**src/rtl/alu_pkg.sv**
```systemverilog
package alu_pkg;

   localparam int BYTE_W = 8;
   localparam int NIB_W  = 4;

   typedef enum logic [4:0] {
      OP_MOV  = 5'd0,
      OP_ADD  = 5'd1,
      OP_SUB  = 5'd2,
      OP_CMP  = 5'd3,
      OP_DADD = 5'd4,
      OP_AND  = 5'd5,
      OP_XOR  = 5'd6,
      OP_BIS  = 5'd7,
      OP_BIC  = 5'd8,
      OP_RRC  = 5'd9,
      OP_RLC  = 5'd10,
      OP_RRA  = 5'd11,
      OP_SWAP = 5'd12,
      OP_SEXT = 5'd13,
      OP_CLRC = 5'd14,
      OP_SETC = 5'd15,
      OP_CLRZ = 5'd16,
      OP_SETZ = 5'd17,
      OP_CLRN = 5'd18,
      OP_SETN = 5'd19,
      OP_DINT = 5'd20,
      OP_EINT = 5'd21
   } alu_op_e;

   // bit 0 carry, bit 1 zero, bit 2 negative, bit 3 overflow
   typedef struct packed {
      logic v;
      logic n;
      logic z;
      logic c;
   } alu_flags_t;

endpackage

```
**src/rtl/alu_addsub.sv**
```systemverilog
module alu_addsub
   import alu_pkg::*;
#(
   parameter int DATA_W = 16
) (
   input  logic              sub_sel,
   input  logic              dec_sel,
   input  logic              byte_mode,
   input  logic [DATA_W-1:0] a,
   input  logic [DATA_W-1:0] b,
   input  logic              cin,
   output logic [DATA_W-1:0] res,
   output alu_flags_t        flags
);

   localparam int NIBS   = DATA_W / NIB_W;
   localparam int B_NIBS = BYTE_W / NIB_W;
   localparam int HI_W   = DATA_W - BYTE_W;

   generate
      if (DATA_W % NIB_W != 0) begin : g_bad_width
         $error("alu_addsub: DATA_W must be a multiple of the digit width");
      end
   endgenerate

   // binary path
   logic [DATA_W-1:0] b_eff;
   logic              cin_bin;
   logic [DATA_W:0]   sum_w;
   logic [BYTE_W:0]   sum_b;
   logic [DATA_W-1:0] bin_res;
   logic              bin_c;
   logic              sgn_a, sgn_b, sgn_r;
   logic              bin_v;

   assign b_eff   = sub_sel ? ~b : b;
   assign cin_bin = sub_sel;
   assign sum_w   = {1'b0, a} + {1'b0, b_eff} + {{DATA_W{1'b0}}, cin_bin};
   assign sum_b   = {1'b0, a[BYTE_W-1:0]} + {1'b0, b_eff[BYTE_W-1:0]}
                  + {{BYTE_W{1'b0}}, cin_bin};
   assign bin_res = byte_mode ? {{HI_W{1'b0}}, sum_b[BYTE_W-1:0]} : sum_w[DATA_W-1:0];
   assign bin_c   = byte_mode ? sum_b[BYTE_W] : sum_w[DATA_W];
   assign sgn_a   = byte_mode ? a[BYTE_W-1]       : a[DATA_W-1];
   assign sgn_b   = byte_mode ? b_eff[BYTE_W-1]   : b_eff[DATA_W-1];
   assign sgn_r   = byte_mode ? bin_res[BYTE_W-1] : bin_res[DATA_W-1];
   assign bin_v   = (sgn_a == sgn_b) && (sgn_r != sgn_a);

   // decimal path: one digit adder per nibble, carries chained
   logic [NIBS:0]       dc;
   logic [DATA_W-1:0]   dec_full;
   logic [DATA_W-1:0]   dec_res;
   logic                dec_c;

   assign dc[0] = cin;

   generate
      for (genvar g = 0; g < NIBS; g++) begin : g_digit
         logic [NIB_W:0] nsum;
         assign nsum = {1'b0, a[g*NIB_W +: NIB_W]} + {1'b0, b[g*NIB_W +: NIB_W]}
                     + {{NIB_W{1'b0}}, dc[g]};
         assign dc[g+1] = (nsum > 5'd9);
         assign dec_full[g*NIB_W +: NIB_W] = dc[g+1] ? (nsum[NIB_W-1:0] + 4'd6)
                                                     : nsum[NIB_W-1:0];
      end
   endgenerate

   assign dec_res = byte_mode ? {{HI_W{1'b0}}, dec_full[BYTE_W-1:0]} : dec_full;
   assign dec_c   = byte_mode ? dc[B_NIBS] : dc[NIBS];

   // merge
   assign res     = dec_sel ? dec_res : bin_res;
   assign flags.c = dec_sel ? dec_c : bin_c;
   assign flags.v = dec_sel ? 1'b0 : bin_v;
   assign flags.z = (res == '0);
   assign flags.n = byte_mode ? res[BYTE_W-1] : res[DATA_W-1];

endmodule

```
**src/rtl/alu_bitops.sv**
```systemverilog
module alu_bitops
   import alu_pkg::*;
#(
   parameter int DATA_W = 16
) (
   input  alu_op_e           op,
   input  logic              byte_mode,
   input  logic [DATA_W-1:0] a,
   input  logic [DATA_W-1:0] b,
   input  logic              cin,
   output logic [DATA_W-1:0] res,
   output alu_flags_t        flags
);

   localparam int HI_W = DATA_W - BYTE_W;
   localparam int HALF = DATA_W / 2;

   logic [DATA_W-1:0] mask;
   logic              top_bit, next_bit;
   logic [DATA_W-1:0] rrc_r, rlc_r, rra_r, swp_r, sxt_r;

   assign mask     = byte_mode ? {{HI_W{1'b0}}, {BYTE_W{1'b1}}} : {DATA_W{1'b1}};
   assign top_bit  = byte_mode ? a[BYTE_W-1] : a[DATA_W-1];
   assign next_bit = byte_mode ? a[BYTE_W-2] : a[DATA_W-2];

   assign rrc_r = byte_mode ? {{HI_W{1'b0}}, cin, a[BYTE_W-1:1]}
                            : {cin, a[DATA_W-1:1]};
   assign rlc_r = byte_mode ? {{HI_W{1'b0}}, a[BYTE_W-2:0], cin}
                            : {a[DATA_W-2:0], cin};
   assign rra_r = byte_mode ? {{HI_W{1'b0}}, a[BYTE_W-1], a[BYTE_W-1:1]}
                            : {a[DATA_W-1], a[DATA_W-1:1]};
   assign swp_r = {a[HALF-1:0], a[DATA_W-1:HALF]};
   assign sxt_r = {{HI_W{a[BYTE_W-1]}}, a[BYTE_W-1:0]};

   logic c_out, v_out;

   always_comb begin
      res   = '0;
      c_out = 1'b0;
      v_out = 1'b0;
      unique case (op)
         OP_MOV:  res = b & mask;
         OP_AND:  res = a & b & mask;
         OP_XOR:  res = (a ^ b) & mask;
         OP_BIS:  res = (a | b) & mask;
         OP_BIC:  res = a & ~b & mask;
         OP_RRC:  begin res = rrc_r; c_out = a[0]; end
         OP_RLC:  begin res = rlc_r; c_out = top_bit; v_out = top_bit ^ next_bit; end
         OP_RRA:  begin res = rra_r; c_out = a[0]; end
         OP_SWAP: res = swp_r;
         OP_SEXT: res = sxt_r;
         default: res = '0;
      endcase
      if (op == OP_AND || op == OP_XOR || op == OP_SEXT) begin
         c_out = (res != '0);
      end
   end

   assign flags.c = c_out;
   assign flags.v = v_out;
   assign flags.z = (res == '0);
   assign flags.n = byte_mode ? res[BYTE_W-1] : res[DATA_W-1];

endmodule

```
**src/rtl/alu_status.sv**
```systemverilog
module alu_status
   import alu_pkg::*;
#(
   parameter int NFLAGS = 4
) (
   input  logic              clk,
   input  logic              rst_n,
   input  logic [NFLAGS-1:0] upd_mask,
   input  logic [NFLAGS-1:0] upd_val,
   input  logic [NFLAGS-1:0] set_mask,
   input  logic [NFLAGS-1:0] clr_mask,
   input  logic              gie_set,
   input  logic              gie_clr,
   output logic [NFLAGS-1:0] flags_q,
   output logic              gie_q
);

   generate
      if (NFLAGS != $bits(alu_flags_t)) begin : g_bad_nflags
         $error("alu_status: NFLAGS must match the flag record");
      end
   endgenerate

   generate
      for (genvar i = 0; i < NFLAGS; i++) begin : g_flag
         always_ff @(posedge clk) begin
            if (!rst_n)              flags_q[i] <= 1'b0;
            else if (set_mask[i])    flags_q[i] <= 1'b1;
            else if (clr_mask[i])    flags_q[i] <= 1'b0;
            else if (upd_mask[i])    flags_q[i] <= upd_val[i];
         end

         assert_flag_set_R13: assert property (@(posedge clk) disable iff (!rst_n)
            set_mask[i] |=> flags_q[i]);
         assert_flag_clr_R13: assert property (@(posedge clk) disable iff (!rst_n)
            (clr_mask[i] && !set_mask[i]) |=> !flags_q[i]);
      end
   endgenerate

   always_ff @(posedge clk) begin
      if (!rst_n)       gie_q <= 1'b0;
      else if (gie_set) gie_q <= 1'b1;
      else if (gie_clr) gie_q <= 1'b0;
   end

   assert_gie_excl_R13: assert property (@(posedge clk) disable iff (!rst_n)
      !(gie_set && gie_clr));
   assert_gie_hold_R13: assert property (@(posedge clk) disable iff (!rst_n)
      (!gie_set && !gie_clr) |=> $stable(gie_q));

endmodule

```
**src/rtl/alu_flag_unit.sv**
```systemverilog
module alu_flag_unit
   import alu_pkg::*;
#(
   parameter int DATA_W = 16
) (
   input  logic              clk,
   input  logic              rst_n,
   input  logic              op_valid,
   input  logic [4:0]        op_code,
   input  logic              byte_mode,
   input  logic [DATA_W-1:0] src_opnd,
   input  logic [DATA_W-1:0] dst_opnd,
   output logic [DATA_W-1:0] result,
   output logic              wb_en,
   output logic              flag_c,
   output logic              flag_z,
   output logic              flag_n,
   output logic              flag_v,
   output logic              irq_en
);

   localparam int NFLAGS = $bits(alu_flags_t);

   generate
      if (DATA_W < 2 * BYTE_W || DATA_W % BYTE_W != 0) begin : g_bad_width
         $error("alu_flag_unit: DATA_W must be a byte multiple of at least two bytes");
      end
   endgenerate

   alu_op_e    op;
   alu_flags_t flags_q, ar_flags, bo_flags, nxt_flags;
   logic [DATA_W-1:0] ar_res, bo_res, nxt_res;
   logic       gie_q;

   assign op = alu_op_e'(op_code);

   // ---------------- datapaths ----------------
   alu_addsub #(.DATA_W(DATA_W)) u_addsub (
      .sub_sel   (op == OP_SUB || op == OP_CMP),
      .dec_sel   (op == OP_DADD),
      .byte_mode (byte_mode),
      .a         (dst_opnd),
      .b         (src_opnd),
      .cin       (flags_q.c),
      .res       (ar_res),
      .flags     (ar_flags)
   );

   alu_bitops #(.DATA_W(DATA_W)) u_bitops (
      .op        (op),
      .byte_mode (byte_mode),
      .a         (dst_opnd),
      .b         (src_opnd),
      .cin       (flags_q.c),
      .res       (bo_res),
      .flags     (bo_flags)
   );

   // ---------------- decode ----------------
   logic is_arith, wr, upd_all;
   logic [NFLAGS-1:0] set_m, clr_m;
   logic gie_set, gie_clr;

   always_comb begin
      is_arith = (op == OP_ADD) || (op == OP_SUB) || (op == OP_CMP) || (op == OP_DADD);
      wr       = 1'b0;
      upd_all  = 1'b0;
      set_m    = '0;
      clr_m    = '0;
      gie_set  = 1'b0;
      gie_clr  = 1'b0;
      case (op)
         OP_MOV, OP_BIS, OP_BIC:                  wr = 1'b1;
         OP_ADD, OP_SUB, OP_DADD, OP_AND, OP_XOR,
         OP_RRC, OP_RLC, OP_RRA:                  begin wr = 1'b1; upd_all = 1'b1; end
         OP_CMP:                                  upd_all = 1'b1;
         OP_SWAP:                                 wr = !byte_mode;
         OP_SEXT:                                 begin wr = !byte_mode; upd_all = !byte_mode; end
         OP_CLRC: clr_m[0] = 1'b1;
         OP_SETC: set_m[0] = 1'b1;
         OP_CLRZ: clr_m[1] = 1'b1;
         OP_SETZ: set_m[1] = 1'b1;
         OP_CLRN: clr_m[2] = 1'b1;
         OP_SETN: set_m[2] = 1'b1;
         OP_DINT: gie_clr  = 1'b1;
         OP_EINT: gie_set  = 1'b1;
         default: ;
      endcase
   end

   assign nxt_res   = is_arith ? ar_res   : bo_res;
   assign nxt_flags = is_arith ? ar_flags : bo_flags;

   // ---------------- registers ----------------
   always_ff @(posedge clk) begin
      if (!rst_n) begin
         result <= '0;
         wb_en  <= 1'b0;
      end else begin
         wb_en <= op_valid && wr;
         if (op_valid && wr) result <= nxt_res;
      end
   end

   logic [NFLAGS-1:0] st_q;

   alu_status #(.NFLAGS(NFLAGS)) u_status (
      .clk      (clk),
      .rst_n    (rst_n),
      .upd_mask ({NFLAGS{op_valid && upd_all}}),
      .upd_val  (nxt_flags),
      .set_mask (set_m & {NFLAGS{op_valid}}),
      .clr_mask (clr_m & {NFLAGS{op_valid}}),
      .gie_set  (op_valid && gie_set),
      .gie_clr  (op_valid && gie_clr),
      .flags_q  (st_q),
      .gie_q    (gie_q)
   );

   assign flags_q = alu_flags_t'(st_q);
   assign flag_c  = flags_q.c;
   assign flag_z  = flags_q.z;
   assign flag_n  = flags_q.n;
   assign flag_v  = flags_q.v;
   assign irq_en  = gie_q;

   // ---------------- assertions ----------------
   assert_idle_hold_R2: assert property (@(posedge clk) disable iff (!rst_n)
      !op_valid |=> (!wb_en && $stable(result) && $stable(flags_q)));

   assert_add_zero_R4: assert property (@(posedge clk) disable iff (!rst_n)
      (op_valid && !byte_mode && (op == OP_ADD || op == OP_SUB))
         |=> (flag_z == (result == '0)));

   assert_cmp_no_wb_R5: assert property (@(posedge clk) disable iff (!rst_n)
      (op_valid && op == OP_CMP) |=> (!wb_en && $stable(result)));

   assert_mov_keeps_flags_R8: assert property (@(posedge clk) disable iff (!rst_n)
      (op_valid && (op == OP_MOV || op == OP_BIS || op == OP_BIC)) |=> $stable(flags_q));

   assert_word_only_R11: assert property (@(posedge clk) disable iff (!rst_n)
      (op_valid && byte_mode && (op == OP_SWAP || op == OP_SEXT))
         |=> (!wb_en && $stable(flags_q) && $stable(result)));

   assert_byte_zext_R12: assert property (@(posedge clk) disable iff (!rst_n)
      (op_valid && byte_mode) |=> (!wb_en || result[DATA_W-1:BYTE_W] == '0));

   assert_ctrl_no_wb_R13: assert property (@(posedge clk) disable iff (!rst_n)
      (op_valid && op_code >= 5'd14) |=> !wb_en);

endmodule

```
**config.mk**
```make
export PLATFORM = sky130hd
export DESIGN_NAME = alu_flag_unit
export DESIGN_NICKNAME = d
export VERILOG_FILES = /design/src/rtl/alu_pkg.sv /design/src/rtl/alu_addsub.sv /design/src/rtl/alu_bitops.sv /design/src/rtl/alu_status.sv /design/src/rtl/alu_flag_unit.sv
export SDC_FILE = /design/constraint.sdc
export NUM_CORES = 1
export LEC_CHECK = 0
export ABC_AREA = 1
export BUFFER_PORTS_ARGS = -buffer_cell sky130_fd_sc_hd__buf_2
export CORE_AREA = 2 2 128 105
export DETAILED_ROUTE_END_ITERATION = 16
export DIE_AREA = 0 0 130 107
export GPL_TIMING_DRIVEN = 0
export HOLD_SLACK_MARGIN = 0.02
export PLACE_DENSITY_LB_ADDON = 0.1
export SETUP_SLACK_MARGIN = 0.4
export SYNTH_ARGS = -nofsm -noshare
export SYNTH_HDL_FRONTEND = slang
export SYNTH_HIERARCHICAL = 1
export SYNTH_SLANG_ARGS = --single-unit
```
**constraint.sdc**
```tcl
create_clock -name clk -period 9.6 [get_ports clk]
set_input_delay 0.96 -clock clk [delete_from_list [all_inputs] [get_ports clk]]
set_output_delay 0.96 -clock clk [all_outputs]
set_load 0.01 [all_outputs]
```
==> impl_metrics.toml <==
[worst_setup_path]
crit_family = "adder cells"
reg2reg_from = "u_status/flags_q[0]"
critPathLaunchType = "input pin"
critical_path_arrival_ps = 8760
path_class = "input pin to flop"
cp_num_buf_inv = 15
rrSetupSlack_ps = 1510
worst_path_most_repeated_cell = "inv_1"
worstReg2RegEnd = "u_status/flags_q[1]"
cp-end-kind = "flop"
cp_max_fo = 5
cpPeakStageDelay_ps = 590
worstPathRequired_ps = 9780
slowest_stage = "fa_1"
reg2regPathDepth = 52

[layout]
multi_input_area_sq_um = 4710
antenna_cells = 0
drive_above_1_share = 0.141
seq_area_sq_um = 440
nets = 1275
area_delta_synth_final_pct = 10.3
fillers = 1414
fin_util = 0.530

[clock_network]
post-cts-setup-buffers = 0
clock_path_buffers = 2
clock_latency_ps = 250
cts_root_buf = "clkbuf_16"
htreeDepth = 1
clock-sinks = 22
cts_tree = "done"
cts_buffers = 3
cts.clk_slew.worst_paths_ps = 60

[timing]
setup_viol = 0
finClkSkew_ps = 1.47
max_slew_margin = 0.371
min_period_ps = 8580
tns_ps = 0
hold_violations = 0
max_freq_mhz = 117
slew_viol_final = 0
worst_pin_slew_ps = 941
rsz0062_at_grt = "no"
fin_crit_sh = 0.894

[global_route]
grt-ovfl-total = 0
grt_max_degree = 13
grt_pass1_vias = 6467
grtUsageTotal = 0.292
antenna_found_initial = 0
grt_pass1_wl_um = 32400

[yosys]
yosysUniqueCellTypes = 44
synth_area_sq_um = 6070
seq_area_frac_synth = 0.0725
synth.most_common_cell = "nand2_1"
ys.flop_type = "dfxtp_1"
synth-seq-cells = 22
post-synth-top-area-cell = "nand2_1"
async_reset_ff_frac = 0
yosys-top-cells-area = "nand2_1 20%, inv_1 11%, ha_1 10%"
synth.avg_cell_area_sq_um = 5.48
yosysTopAreaCellShare = 0.195
synth_edf_count = 0
ys_warn_count = 6
netlist_instances = 1108
synth.top_cells.by_count = "316 x nand2_1, 178 x inv_1, 135 x nor2_1, 95 x nand3_1, 57 x a21oi_1"

[floorplan]
core_sq_um = 12600
die_area_sq_um = 13900
pin_count = 63
fp.dieH_um = 107
die_width_um = 130
start_util = 0.481
row_count = 37

[hold_path]
hold_path_startpoint = "u_status/gie_q"
min_path_type = "flop to flop"
worst_hold_path.endpoint = "u_status/gie_q"
min_delay_path_depth = 2

[placement]
gp_congestion = 1.01
port_buffers = 62
dp_hpwl_um = 16400

[power_and_ir_drop]
pwr_density_cell_nw_per_um2 = 86.6
irDropWorstVdd_mv = 0.0765
p_leak_uw = 0.00373
finalPower_uw = 580

[outcome]
run_status = "completed"

[drt]
drtIter0Drc = 755
wl_per_cell_um = 14.9
antenna_left = 0
routed_wl_um = 20100
dr_total_vias = 7224
viasPerCell = 5.35
drc_errors = 0
dr.pass1.iters = 5

[flow_run]
drv_cap = 0
[routing by layer]
layer	part of all wire	routed length [um]	track usage	vias up
met5	0	0	0	-
met4	0.021	414	0.0591	0
met3	0.096	1920	0.0304	21
met2	0.41	8310	0.453	299
met1	0.47	9420	0.436	3251
li1	-	-	-	3653
[flip-flops by register name, indices dropped and copies added, names as in the netlist]
register and flops:
u_status/gie_q 1, wb_en 1, result 16, u_status/flags_q 4
[worst register-to-register path, delay by kind of cell, from the launching register on]
kind / cells / cell delay [ps]
and+or+nand+nor: 21 / 1840
AOI/OAI and AO/OA: 5 / 570
buffers and inverters: 14 / 1130
xor gates and xnor gates: 1 / 290
adders and majority gates: 11 / 3820
DFF: 1 / 390
[cell usage in the layout, fill, tap and decap left out, types with 12 or more instances in the layout]
| cell | Yosys | routed |
|---|---|---|
| nand2_1 | 316 | 316 |
| inv_1 | 178 | 178 |
| nor2_1 | 135 | 134 |
| nand3_1 | 95 | 95 |
| buf_2 | 9 | 71 |
| a21oi_1 | 57 | 57 |
| ha_1 | 49 | 49 |
| o21ai_0 | 26 | 26 |
| dfxtp_1 | 22 | 22 |
| nand4_1 | 21 | 21 |
| o22ai_1 | 21 | 21 |
| o21ai_1 | 18 | 18 |
| nand2_2 | 17 | 17 |
| inv_2 | 16 | 16 |
| xor2_1 | 13 | 13 |
| nand3_2 | 12 | 12 |
[timing repair]
action                                  CTS  global route
gates resized for setup                   0             1
hold buffers                              0             0
endpoints found under the setup margin    0             1
[worst max path at each step]
stage	end	start	depth (start not counted)
after floorplan	u_status/flags_q[1]	dst_opnd[0]	52
after global placement	u_status/flags_q[1]	dst_opnd[0]	53
after detailed placement	u_status/flags_q[1]	dst_opnd[0]	53
after CTS	u_status/flags_q[1]	dst_opnd[0]	53
after global routing	u_status/flags_q[1]	dst_opnd[0]	53
final	u_status/flags_q[1]	dst_opnd[0]	53
[through the flow]
stage | instances | hold WS, ps | worst slack [ps] | instance area [sq um]
2_1_floorplan | 1109 | 527 | 1910 | 6080
3_3_place_gp | 1346 | 479 | 948 | 6610
3_5_place_dp | 1346 | 483 | 880 | 6610
4_1_cts | 1350 | 503 | 1090 | 6700
5_1_grt | 1350 | 530 | 419 | 6700
6_report | 1350 | 497 | 1020 | 6700
[layout make-up]
class	count	area share
inverter	195	0.109
buffer	28	0.0299
multi-input combinational	864	0.703
timing repair buffer	62	0.0463
sequential	22	0.0658
tap	175	0.0327
clock buffer	4	0.0133
[cell families after synthesis]
group                      after synthesis  share of synthesized area
other                                    1                   0.000617
AOI/OAI and AO/OA                      140                      0.128
xor gates and xnor gates                19                     0.0286
buffers and inverters                  223                      0.153
DFF                                     22                     0.0725
and+or+nand+nor                        645                      0.486
adders and majority gates               58                      0.131
[power by group]
group	switching [uW]	internal (uW)
Clock	30.2	63.5
Combinational	255	131
Sequential	3.14	97.3
No activity file was read; power rests on OpenSTA's default activity.
